**src/rtl/gb130_pkg.sv**
```systemverilog
package gb130_pkg;
    localparam int DATA_W    = 32;
    localparam int HDR_W     = 2;
    localparam int PAY_W     = 128;
    localparam int BYTES     = DATA_W / 8;
    localparam int BLK_WORDS = PAY_W / DATA_W;
    localparam int PH_W      = $clog2(BLK_WORDS);
    localparam int BUF_W     = 3 * DATA_W;
    localparam int CNT_W     = $clog2(BUF_W + 1);
    localparam int SKIP_W    = $clog2(DATA_W);

    typedef struct packed {
        logic [BUF_W-1:0]  bits;
        logic [CNT_W-1:0]  cnt;
        logic [PH_W-1:0]   ph;
        logic              first;
        logic              blk_os;
        logic              blk_bad;
        logic [DATA_W-1:0] word;
        logic [BYTES-1:0]  k;
        logic [BYTES-1:0]  start;
        logic [HDR_W-1:0]  hdr;
        logic              wv;
        logic              lv;
        logic              err;
    } gb_state_t;
endpackage

```
**src/rtl/gb130_merge.sv**
```systemverilog
module gb130_merge #(
    parameter int DW = 32,
    parameter int BW = 96,
    parameter int CW = 7,
    parameter int SW = 5
) (
    input  logic [BW-1:0] bits_in,
    input  logic [CW-1:0] cnt_in,
    input  logic [DW-1:0] din,
    input  logic [SW-1:0] skip,
    output logic [BW-1:0] bits_out,
    output logic [CW-1:0] cnt_out
);
    logic [BW-1:0] shifted;

    // Drop the skipped low bits, then park the rest above the held bits.
    always_comb begin
        shifted  = BW'(din >> skip);
        bits_out = bits_in | (shifted << cnt_in);
        cnt_out  = cnt_in + CW'(DW) - CW'(skip);
    end
endmodule

```
**src/rtl/gb130_extract.sv**
```systemverilog
module gb130_extract #(
    parameter int DW = 32,
    parameter int BW = 96,
    parameter int HW = 2
) (
    input  logic [BW-1:0] merged,
    input  logic          head,
    output logic [DW-1:0] word,
    output logic [HW-1:0] hdr
);
    // The first word of a block sits above its header bits.
    always_comb begin
        word = head ? merged[HW +: DW] : merged[DW-1:0];
        hdr  = merged[HW-1:0];
    end
endmodule

```
**src/rtl/gb130_rx.sv**
```systemverilog
module gb130_rx
    import gb130_pkg::*;
#(
    parameter int START_OFS = 0
) (
    input  logic              clk,
    input  logic              rst_n,
    input  logic [DATA_W-1:0] rx_bits,
    input  logic              align_load,
    input  logic [SKIP_W-1:0] slip_ofs,
    output logic [DATA_W-1:0] word_out,
    output logic [BYTES-1:0]  ctl_flags,
    output logic [BYTES-1:0]  blk_start,
    output logic [HDR_W-1:0]  sync_hdr,
    output logic              word_valid,
    output logic              lane_valid,
    output logic              hdr_err
);
    localparam logic [HDR_W-1:0] HDR_OS   = 2'b01;
    localparam logic [HDR_W-1:0] HDR_DATA = 2'b10;
    localparam logic [CNT_W-1:0] NEED_HD  = CNT_W'(DATA_W + HDR_W);
    localparam logic [CNT_W-1:0] NEED_BD  = CNT_W'(DATA_W);

    gb_state_t s_q, s_d;

    logic [BUF_W-1:0]  base_bits_d;
    logic [CNT_W-1:0]  base_cnt_d;
    logic [PH_W-1:0]   ph_d;
    logic [SKIP_W-1:0] skip_d;
    logic [BUF_W-1:0]  merged_d;
    logic [CNT_W-1:0]  merged_cnt_d;
    logic [DATA_W-1:0] word_d;
    logic [HDR_W-1:0]  hdr_d;
    logic              head_d;

    // Realignment flushes the buffer and restarts the block phase.
    always_comb begin
        base_bits_d = align_load ? '0 : s_q.bits;
        base_cnt_d  = align_load ? '0 : s_q.cnt;
        ph_d        = align_load ? '0 : s_q.ph;
        if (align_load)   skip_d = slip_ofs;
        else if (s_q.first) skip_d = SKIP_W'(START_OFS);
        else              skip_d = '0;
        head_d = (ph_d == '0);
    end

    gb130_merge #(.DW(DATA_W), .BW(BUF_W), .CW(CNT_W), .SW(SKIP_W)) i_merge (
        .bits_in  (base_bits_d),
        .cnt_in   (base_cnt_d),
        .din      (rx_bits),
        .skip     (skip_d),
        .bits_out (merged_d),
        .cnt_out  (merged_cnt_d)
    );

    gb130_extract #(.DW(DATA_W), .BW(BUF_W), .HW(HDR_W)) i_extract (
        .merged (merged_d),
        .head   (head_d),
        .word   (word_d),
        .hdr    (hdr_d)
    );

    always_comb begin
        logic [CNT_W-1:0] need;
        logic             os, bad;
        s_d       = s_q;
        s_d.first = 1'b0;
        s_d.wv    = 1'b0;
        s_d.start = '0;
        s_d.err   = 1'b0;
        s_d.bits  = merged_d;
        s_d.cnt   = merged_cnt_d;
        s_d.ph    = ph_d;
        need      = head_d ? NEED_HD : NEED_BD;
        os        = head_d ? (hdr_d == HDR_OS) : s_q.blk_os;
        bad       = head_d ? (hdr_d != HDR_OS && hdr_d != HDR_DATA) : s_q.blk_bad;
        if (merged_cnt_d >= need) begin
            s_d.wv   = 1'b1;
            s_d.word = word_d;
            s_d.bits = merged_d >> need;
            s_d.cnt  = merged_cnt_d - need;
            s_d.ph   = ph_d + 1'b1;
            s_d.k    = {BYTES{os}};
            s_d.lv   = !bad;
            if (head_d) begin
                s_d.blk_os  = os;
                s_d.blk_bad = bad;
                s_d.start   = BYTES'(1);
                s_d.hdr     = hdr_d;
                s_d.err     = bad;
            end
        end
    end

    always_ff @(posedge clk or negedge rst_n) begin
        if (!rst_n) begin
            s_q       <= '0;
            s_q.first <= 1'b1;
        end else begin
            s_q <= s_d;
        end
    end

    assign word_out   = s_q.word;
    assign ctl_flags  = s_q.k;
    assign blk_start  = s_q.start;
    assign sync_hdr   = s_q.hdr;
    assign word_valid = s_q.wv;
    assign lane_valid = s_q.lv;
    assign hdr_err    = s_q.err;
endmodule

```
**config.mk**
```make
export PLATFORM = sky130hd
export DESIGN_NAME = gb130_rx
export DESIGN_NICKNAME = d
export VERILOG_FILES = /design/src/rtl/gb130_pkg.sv /design/src/rtl/gb130_merge.sv /design/src/rtl/gb130_extract.sv /design/src/rtl/gb130_rx.sv
export SDC_FILE = /design/constraint.sdc
export NUM_CORES = 1
export LEC_CHECK = 0
export BUFFER_PORTS_ARGS = -buffer_cell sky130_fd_sc_hd__buf_2
export CAP_MARGIN = 0
export CORE_AREA = 2 2 189 191
export DETAILED_ROUTE_END_ITERATION = 10
export DIE_AREA = 0 0 191 193
export SLEW_MARGIN = 20
export SYNTH_ARGS = -nofsm -noshare
export SYNTH_HDL_FRONTEND = slang
export SYNTH_SLANG_ARGS = --single-unit
```
**constraint.sdc**
```tcl
create_clock -name clk -period 4.9 [get_ports clk]
set_clock_uncertainty 0.15 [all_clocks]
set_input_delay 0.98 -clock clk [delete_from_list [all_inputs] [get_ports clk]]
set_output_delay 0.98 -clock clk [all_outputs]
set_load 0.1 [all_outputs]
```
# Word level (Yosys, flattened, before mapping)
# Cells that the tools add are included.
# Widths: inputs -> output; s select.
# totals
reg_bits,149
out_inout_bits,45
input_bits,40
elab_cells,40
# op_classes
n_eq_ne,3
shifts,3
magnitude_cmp,1
n_reduce_logical,4
mux,12
n_bitwise,1
add_sub_neg,4
# ops
cell,count
$mux 105,1
$mux 96,1
$or 96x96->96,1
$shl 96x7->96,1
$shr 32x5->96,1
$shr 96x6->96,1
$mux 32,1
$add 7x6->7 const B,1
$ge 7x6->1,1
$mux 7,1
$sub 7x5->7,1
$sub 7x6->7,1
$mux 6,1
$mux 5,1
$mux 2,2
$mux 1,3
$mux 3,1
$add 2x1->2 const B,1
$eq 2x1->1 const B,1
$logic_not 2->1,1
$ne 2x1->1 const B,1
$ne 2x2->1 const B,1
$reduce_and 2->1,1
$logic_and 1x1->1,1
$logic_not 1->1,1

# Longest topological paths before layout
# Gate-level depths: netlist of run 1.
# depth
depth_word,9
depth_mapped,24
mapped_depth_nobuf,17

# Cells and area by module
# From an unflattened synthesis of run 1, not the netlist that was laid out.
# hier_totals
hier_cells,1667
hier_area_um2,14158.6
# modules_own_cells
module,instances,cells_each,area_per_inst_um2,seq_area_each_um2
gb130_rx,1,709,6960.4,3653.5
gb130_merge,1,920,6638.9,0.0
gb130_extract,1,38,559.3,0.0

# Worst setup path after synthesis of run 1
# Ideal clock, no wire load.
# synth_path
kind,input -> register
start,in align_load
end,reg s_q (netlist bit word_out[8])
n_path_buf,8
t_required_ns,4.672
setup_time_ns,0.078
setup_slack_ns,-0.256
path_stages,22
arrival_ns,4.929
cell_sequence,buf_6 -> buf_2 -> inv_2 -> buf_2 -> nand2_1 -> inv_1 -> clkbuf_1 -> buf_1 -> clkbuf_1 -> nor2_1 -> ha_1 -> a21oi_1 -> o21bai_1 -> a21oi_1 -> xnor2_1 -> a21boi_0 -> inv_1 -> nand2_1 -> clkbuf_1 -> clkbuf_1 -> o22ai_1 -> a21oi_1
# synth_via
elab_chain_cells,5
elab_cells_between_ends,13
cone_classes,add/sub (2); order compare (1); shift (2); mux (6); bitwise (1); reduce/logical (1)
# synth_rtl
item,line,source
start: declaration,gb130_rx.sv:9,"input logic align_load,"
"parallel branches: the longest is 5 deep, another holds $add 7x6->7",--,
end: declaration,gb130_rx.sv:24,"gb_state_t s_q, s_d;"
# Parallel ways; which one is timed is not known.
# A chain may end at the register's enable or synchronous reset.

==> run summary, run 1 <==
Status: completed
Area Overhead vs Synth: 23.8%
WL per Instance: 28.6 um
Final HPWL DP: 53300 um
Number of distinct library cells after synthesis: 107
DRC errors left: 0
Synth Register Bits: 146
Antenna viol nets, final: 0
Die width: 191 um
Finish-stage setup viols: 0
Post-synth EDFFs: 0
Ports: 85
Maxcap violations: 0
TritonRoute pass-1 iters: 6
First-pass GRT wire length: 105000 um
Number of diodes: 0
Initial Util: 39.5%
Clock Latency Late Sink: 450 ps
Fin util: 48.8%
Initial antenna violation count: 0
Total GRT Usage: 38.5%
Post-synth top area cell: dfrtp_1
Rows: 69
Period minus WS final: 4730 ps
CP Launch Type: input port
CTS Buf Count: 17
Crit path DAT: 4930 ps
Slack of the critical path: 173 ps
Post-synthesis cell count: 1775
Period utilization: 96.5%
Reg clk slew, reported paths: 60 ps
CTS tree: built
RSZ-0062 raised after global routing: false
Routability cong.: 1.03
Leakage: 7.28 nW
Routed via count: 16500
Worst path required time: 5110 ps
# Post-CTS Setup Buffers: 0
Clock tree buffer depth: 2
Initial drt markers: 1837
Top_reg_cell synth: dfrtp_1
R2R cell count: 13
Most frequent cell after synthesis: nor2_1
WL final: 70900 um
WS Path Type: in -> reg
Sequential area share after synthesis: 26.5%
Layout Nets: 2061
PostCTS Resize Cnt: 0
Warnings, synthesis: 0
Grt ovf: 0
Die area: 0.0369 mm^2
Synth top area cells: dfrtp_1 (26%), nor2_1 (6.3%), a21oi_1 (4.0%)
Fmax: 0.212 GHz
Cell area after synthesis: 0.0138 mm^2
Via/cell ratio: 6.66
Root Driver: clkbuf_16
Fin. Hold Viols: 0
Die extent in y: 193 um
Top-area cell type share of the netlist area: 26.5%
Pwr/cell area: 701 mW/mm^2
Vias in the first global route: 16400
DP Worst Slack: -56.4 ps
Max IR drop VDD: 1090 uV
Endpoint class of the critical path: flop
CP max FO: 33
Average cell area after synthesis: 7.77 um^2
Measured slew at the worst slew-check pin: 1090 ps
FFs w/ async S/R, synth: 100%
CTS sink cnt: 146
H-tree levels: 4
Min-delay worst type: in -> async
Fin Hold WS: 308 ps
Hold_buf cts: 0
List of most frequent post-synthesis cells: nor2_1 (232), dfrtp_1 (146), nand2_1 (145)
Largest net degree at the start of global routing: 98
Relative slew slack: 26.7%
Layout cells sized above 1: 26.7%
Buffers on Ports: 81
CORE AREA: 0.0350 mm^2
Final Slew Violations: 0
==> layer usage <==
metal	share of wire (%)	GRT usage, %
met5	0	0
met1	39	46.4
met3	7.6	6.26
met4	8.2	28.5
met2	46	62.5
==> cell families after synthesis <==
family | after synthesis | share of synthesized area [%]
compound gates | 677 | 36.6
simple gates | 637 | 21.9
buf+inv | 235 | 8.52
flops | 146 | 26.5
mux | 62 | 5.05
fa+ha+maj | 10 | 0.961
xor+xnor | 7 | 0.444
other cells | 1 | 0.0272
==> metrics by stage <==
step	instance area, um^2	setup TNS [ps]	std cells	total power, mW
2_1_floorplan	13800	0	1777	7.50
3_3_place_gp	16500	0	2453	10.3
3_5_place_dp	16500	-56.4	2453	10.4
4_1_cts	17100	0	2483	11.8
5_1_grt	17100	0	2483	12.5
6_report	17100	0	2483	12.0
==> critical path, cell delays in order <==
cell      delay (ps)
buf_4            310
buf_12           240
or3b_1           540
a22oi_2          220
nand3_1          230
o32ai_1          700
nor3_1           220
a311oi_1         380
mux2i_1          190
o31ai_2          410
a2bb2o_1         320
a21oi_1          170
==> layout by cell type, fill, tap and decap left out, drive strengths merged, types with 21 or more instances in the layout <==
cell type  instances
inv               33
a211oi            38
a32oi             23
o211ai            35
buf              414
nor2             232
and2              29
o21ai             94
clkbuf            22
dfrtp            146
a22oi             48
nand4             21
a31oi             36
o221ai            28
nor3              56
mux2i             42
a221oi            38
a21oi            117
nand3             55
o31ai             23
nand2            147
o22ai             45
==> area by class of cell <==
class / count / area (um^2)
timing repair buffer: 414 / 3100
clock inverter: 8 / 128
sequential: 146 / 3650
multi-input combinational: 1396 / 9000
inverter: 36 / 139
clock buffer: 22 / 484
tap: 461 / 577
fill: 3497 / 17900
==> final timing paths <==
kind | from | to | slack (ps)
setup / recovery | align_load | s_q[79] | 170
hold / removal | rst_n | s_q[149] | 310
setup reg to reg | s_q[50] | s_q[149] | 940
hold reg to reg | s_q[45] | s_q[45] | 330
max in group asynchronous | rst_n | s_q[102] | 3320
min in group clk | s_q[45] | s_q[45] | 330
==> where the power goes <==
part	switching, mW	internal (mW)	total, mW
logic	5.71	2.85	8.56
clock network	0.536	0.849	1.39
registers	0.269	1.75	2.02
==> flip-flops by register name (all words and copies together), names as in the netlist <==
signal / flops
hdr_err: 1
word_valid: 1
ctl_flags: 1
sync_hdr: 2
word_out: 32
s_q: 107
blk_start: 1
lane_valid: 1
Note: power is estimated with default switching activity, not from simulation.
==> run 2, diff against run 1 <==
Settings changed: CTS_BUF_LIST from default to sky130_fd_sc_hd__clkbuf_4 sky130_fd_sc_hd__clkbuf_8.
==> run 2 against run 1 <==
Compared with the run above: core utilization shrank 0.54 points; fmax grew 3.7%; sequential cell count is the same; final cell count is the same; die area is the same; cell area shrank 1.1%; register-to-register slack is essentially flat; critical endpoint unchanged; largest power group unchanged.
==> run summary, run 2 (synthesized netlist as in run 1, its figures left out) <==
Reg-to-reg startpoint: s_q[50] (unchanged)
Fmax: 0.219 GHz (was 0.212 GHz)
Most flops, register: s_q (unchanged)
Clock Latency Late Sink: 480 ps (was 450 ps)
CP Launch Type: input port (unchanged)
Clk pwr share: 9.0% (was 11.6%)
Hold_buf cts: 0 (unchanged)
Leakage: 7.19 nW (was 7.28 nW)
Fin. Hold Viols: 0 (unchanged)
Number of diodes: 0 (unchanged)
Largest net degree at the start of global routing: 98 (unchanged)
CORE AREA: 0.0350 mm^2 (unchanged)
Period utilization: 93.1% (was 96.5%)
Max IR drop VDD: 1090 uV (about the same)
DRC errors left: 0 (unchanged)
Routability cong.: 1.03 (unchanged)
Register area: 0.00365 mm^2 (unchanged)
Die extent in y: 193 um (unchanged)
Grt ovf: 0 (unchanged)
Most common cell after layout, fill and taps aside: buf_4 (unchanged)
Max FFs per register: 107 (unchanged)
Crit path to: s_q[79] (unchanged)
Initial Util: 39.5% (unchanged)
RSZ-0062 raised after global routing: false (unchanged)
Terminus of the critical flop-to-flop path: s_q[149] (unchanged)
Fin Hold WS: 274 ps (was 308 ps)
CTS tree: built (unchanged)
Part of the power in registers: 17.4% (was 16.9%)
Pint: 5.16 mW (was 5.45 mW)
WL per Instance: 28.5 um (was 28.6 um)
Layout cells sized above 1: 26.8% (was 26.7%)
Vias in the first global route: 16400 (about the same)
CP max FO: 33 (unchanged)
Comb power frac: 73.6% (was 71.5%)
WS Path Type: in -> reg (unchanged)
Power consumption: 11.6 mW (was 12.0 mW)
Buffers on Ports: 81 (unchanged)
CTS sink cnt: 146 (unchanged)
Endpoint class of the critical path: flop (unchanged)
Post-route insts no fill: 2483 (unchanged)
Switching share of power: 55.6% (was 54.4%)
Rows: 69 (unchanged)
# Post-CTS Setup Buffers: 0 (unchanged)
Total GRT Usage: 38.5% (about the same)
Setup crit start: align_load (unchanged)
Pwr/cell area: 688 mW/mm^2 (was 701 mW/mm^2)
First-pass GRT wire length: 105000 um (about the same)
Die area: 0.0369 mm^2 (unchanged)
Antenna viol nets, final: 0 (unchanged)
Clock tree buffer depth: 2 (unchanged)
Area Overhead vs Synth: 22.4% (was 23.8%)
TritonRoute pass-1 iters: 6 (unchanged)
Layout Nets: 2061 (unchanged)
CTS Buf Count: 17 (unchanged)
Psw: 6.46 mW (was 6.51 mW)
Reg clk slew, reported paths: 90 ps (was 60 ps)
Min-delay worst type: in -> async (unchanged)
Multi-input gate area: 0.00900 mm^2 (unchanged)
PostCTS Resize Cnt: 0 (unchanged)
Reg2reg setup slack: 950 ps (was 940 ps)
Via/cell ratio: 6.65 (was 6.66)
DP Cell Count: 2453 (unchanged)
Relative slew slack: 24.9% (was 26.7%)
Root Driver: clkbuf_8 (was clkbuf_16)
Final Slew Violations: 0 (unchanged)
Period minus WS final: 4560 ps (was 4730 ps)
Status: completed (unchanged)
Fill cells: 3517 (was 3497)
Die width: 191 um (unchanged)
Initial antenna violation count: 0 (unchanged)
WL final: 70700 um (was 70900 um)
Most frequent cells in the layout: buf_4 (319), nor2_1 (230), dfrtp_1 (146), nand2_1 (144), a21oi_1 (111) (unchanged)
Worst path required time: 5160 ps (was 5110 ps)
Ports: 85 (unchanged)
Routed via count: 16500 (about the same)
Finish-stage setup viols: 0 (unchanged)
Initial drt markers: 1853 (was 1837)
Crit path DAT: 4820 ps (was 4930 ps)
Maxcap violations: 0 (unchanged)
H-tree levels: 4 (unchanged)
R2R cell count: 13 (unchanged)
Measured slew at the worst slew-check pin: 1120 ps (was 1090 ps)
Final HPWL DP: 53300 um (unchanged)
==> run 2: cell counts in the layout (fill, tap and decap cells not counted) <==
Identical to the previous run, type by type.
==> run 2: area by class of cell <==
type | instances | area share [%]
Clock buffer | 22 | 1.76
Multi-Input combinational cell | 1396 | 53.3
Inverter | 36 | 0.822
Clock inverter | 8 | 0.755
Sequential cell | 146 | 21.6
Tap cell | 461 | 3.41
Timing Repair Buffer | 414 | 18.4
==> run 2: how the worst min path moves through the flow <==
stage | to | slack [ps]
floorplan | s_q[46] | 300
global placement | s_q[46] | 310
detailed placement | sync_hdr[0] | 310
CTS | s_q[149] | 280
global route | s_q[149] | 290
finish | s_q[149] | 270
==> run 2: layer usage <==
layer / GRT usage, % / part of all wire, %
met4: 27.7 / 8.1
met5: 0 / 0
met1: 46.4 / 39
met3: 6.68 / 7.6
met2: 62.5 / 46
==> run 2: worst max-delay path, cell delays in order <==
cell and delay [ps]:
buf_4 310, buf_12 240, or3b_1 510, a22oi_2 210, nand3_1 230, o32ai_1 690, nor3_1 210, a311oi_1 370
mux2i_1 180, o31ai_2 400, a2bb2o_1 320, a21oi_1 130
==> run 2: power groups by stage <==
| stage | Combinational [mW] | Clock [mW] | Sequential [mW] |
|---|---|---|---|
| 4_1_cts | 8.38 | 1.06 | 2.01 |
| 5_1_grt | 9.05 | 1.11 | 2.06 |
| 2_1_floorplan | 5.51 | 0 | 1.99 |
| 3_3_place_gp | 8.29 | 0 | 2.02 |
| 6_report | 8.55 | 1.05 | 2.02 |
| 3_5_place_dp | 8.34 | 0 | 2.03 |
==> run 2: stage by stage <==
step	utilization, %	TNS [ps]	cell area (um^2)	setup WS [ps]
CTS	48.3	0	16900	438
global placement	47.1	0	16500	12.4
global route	48.3	0	16900	238
finish	48.3	0	16900	341
detailed placement	47.1	-56.4	16500	-56.4
floorplan	-	0	13800	13.4
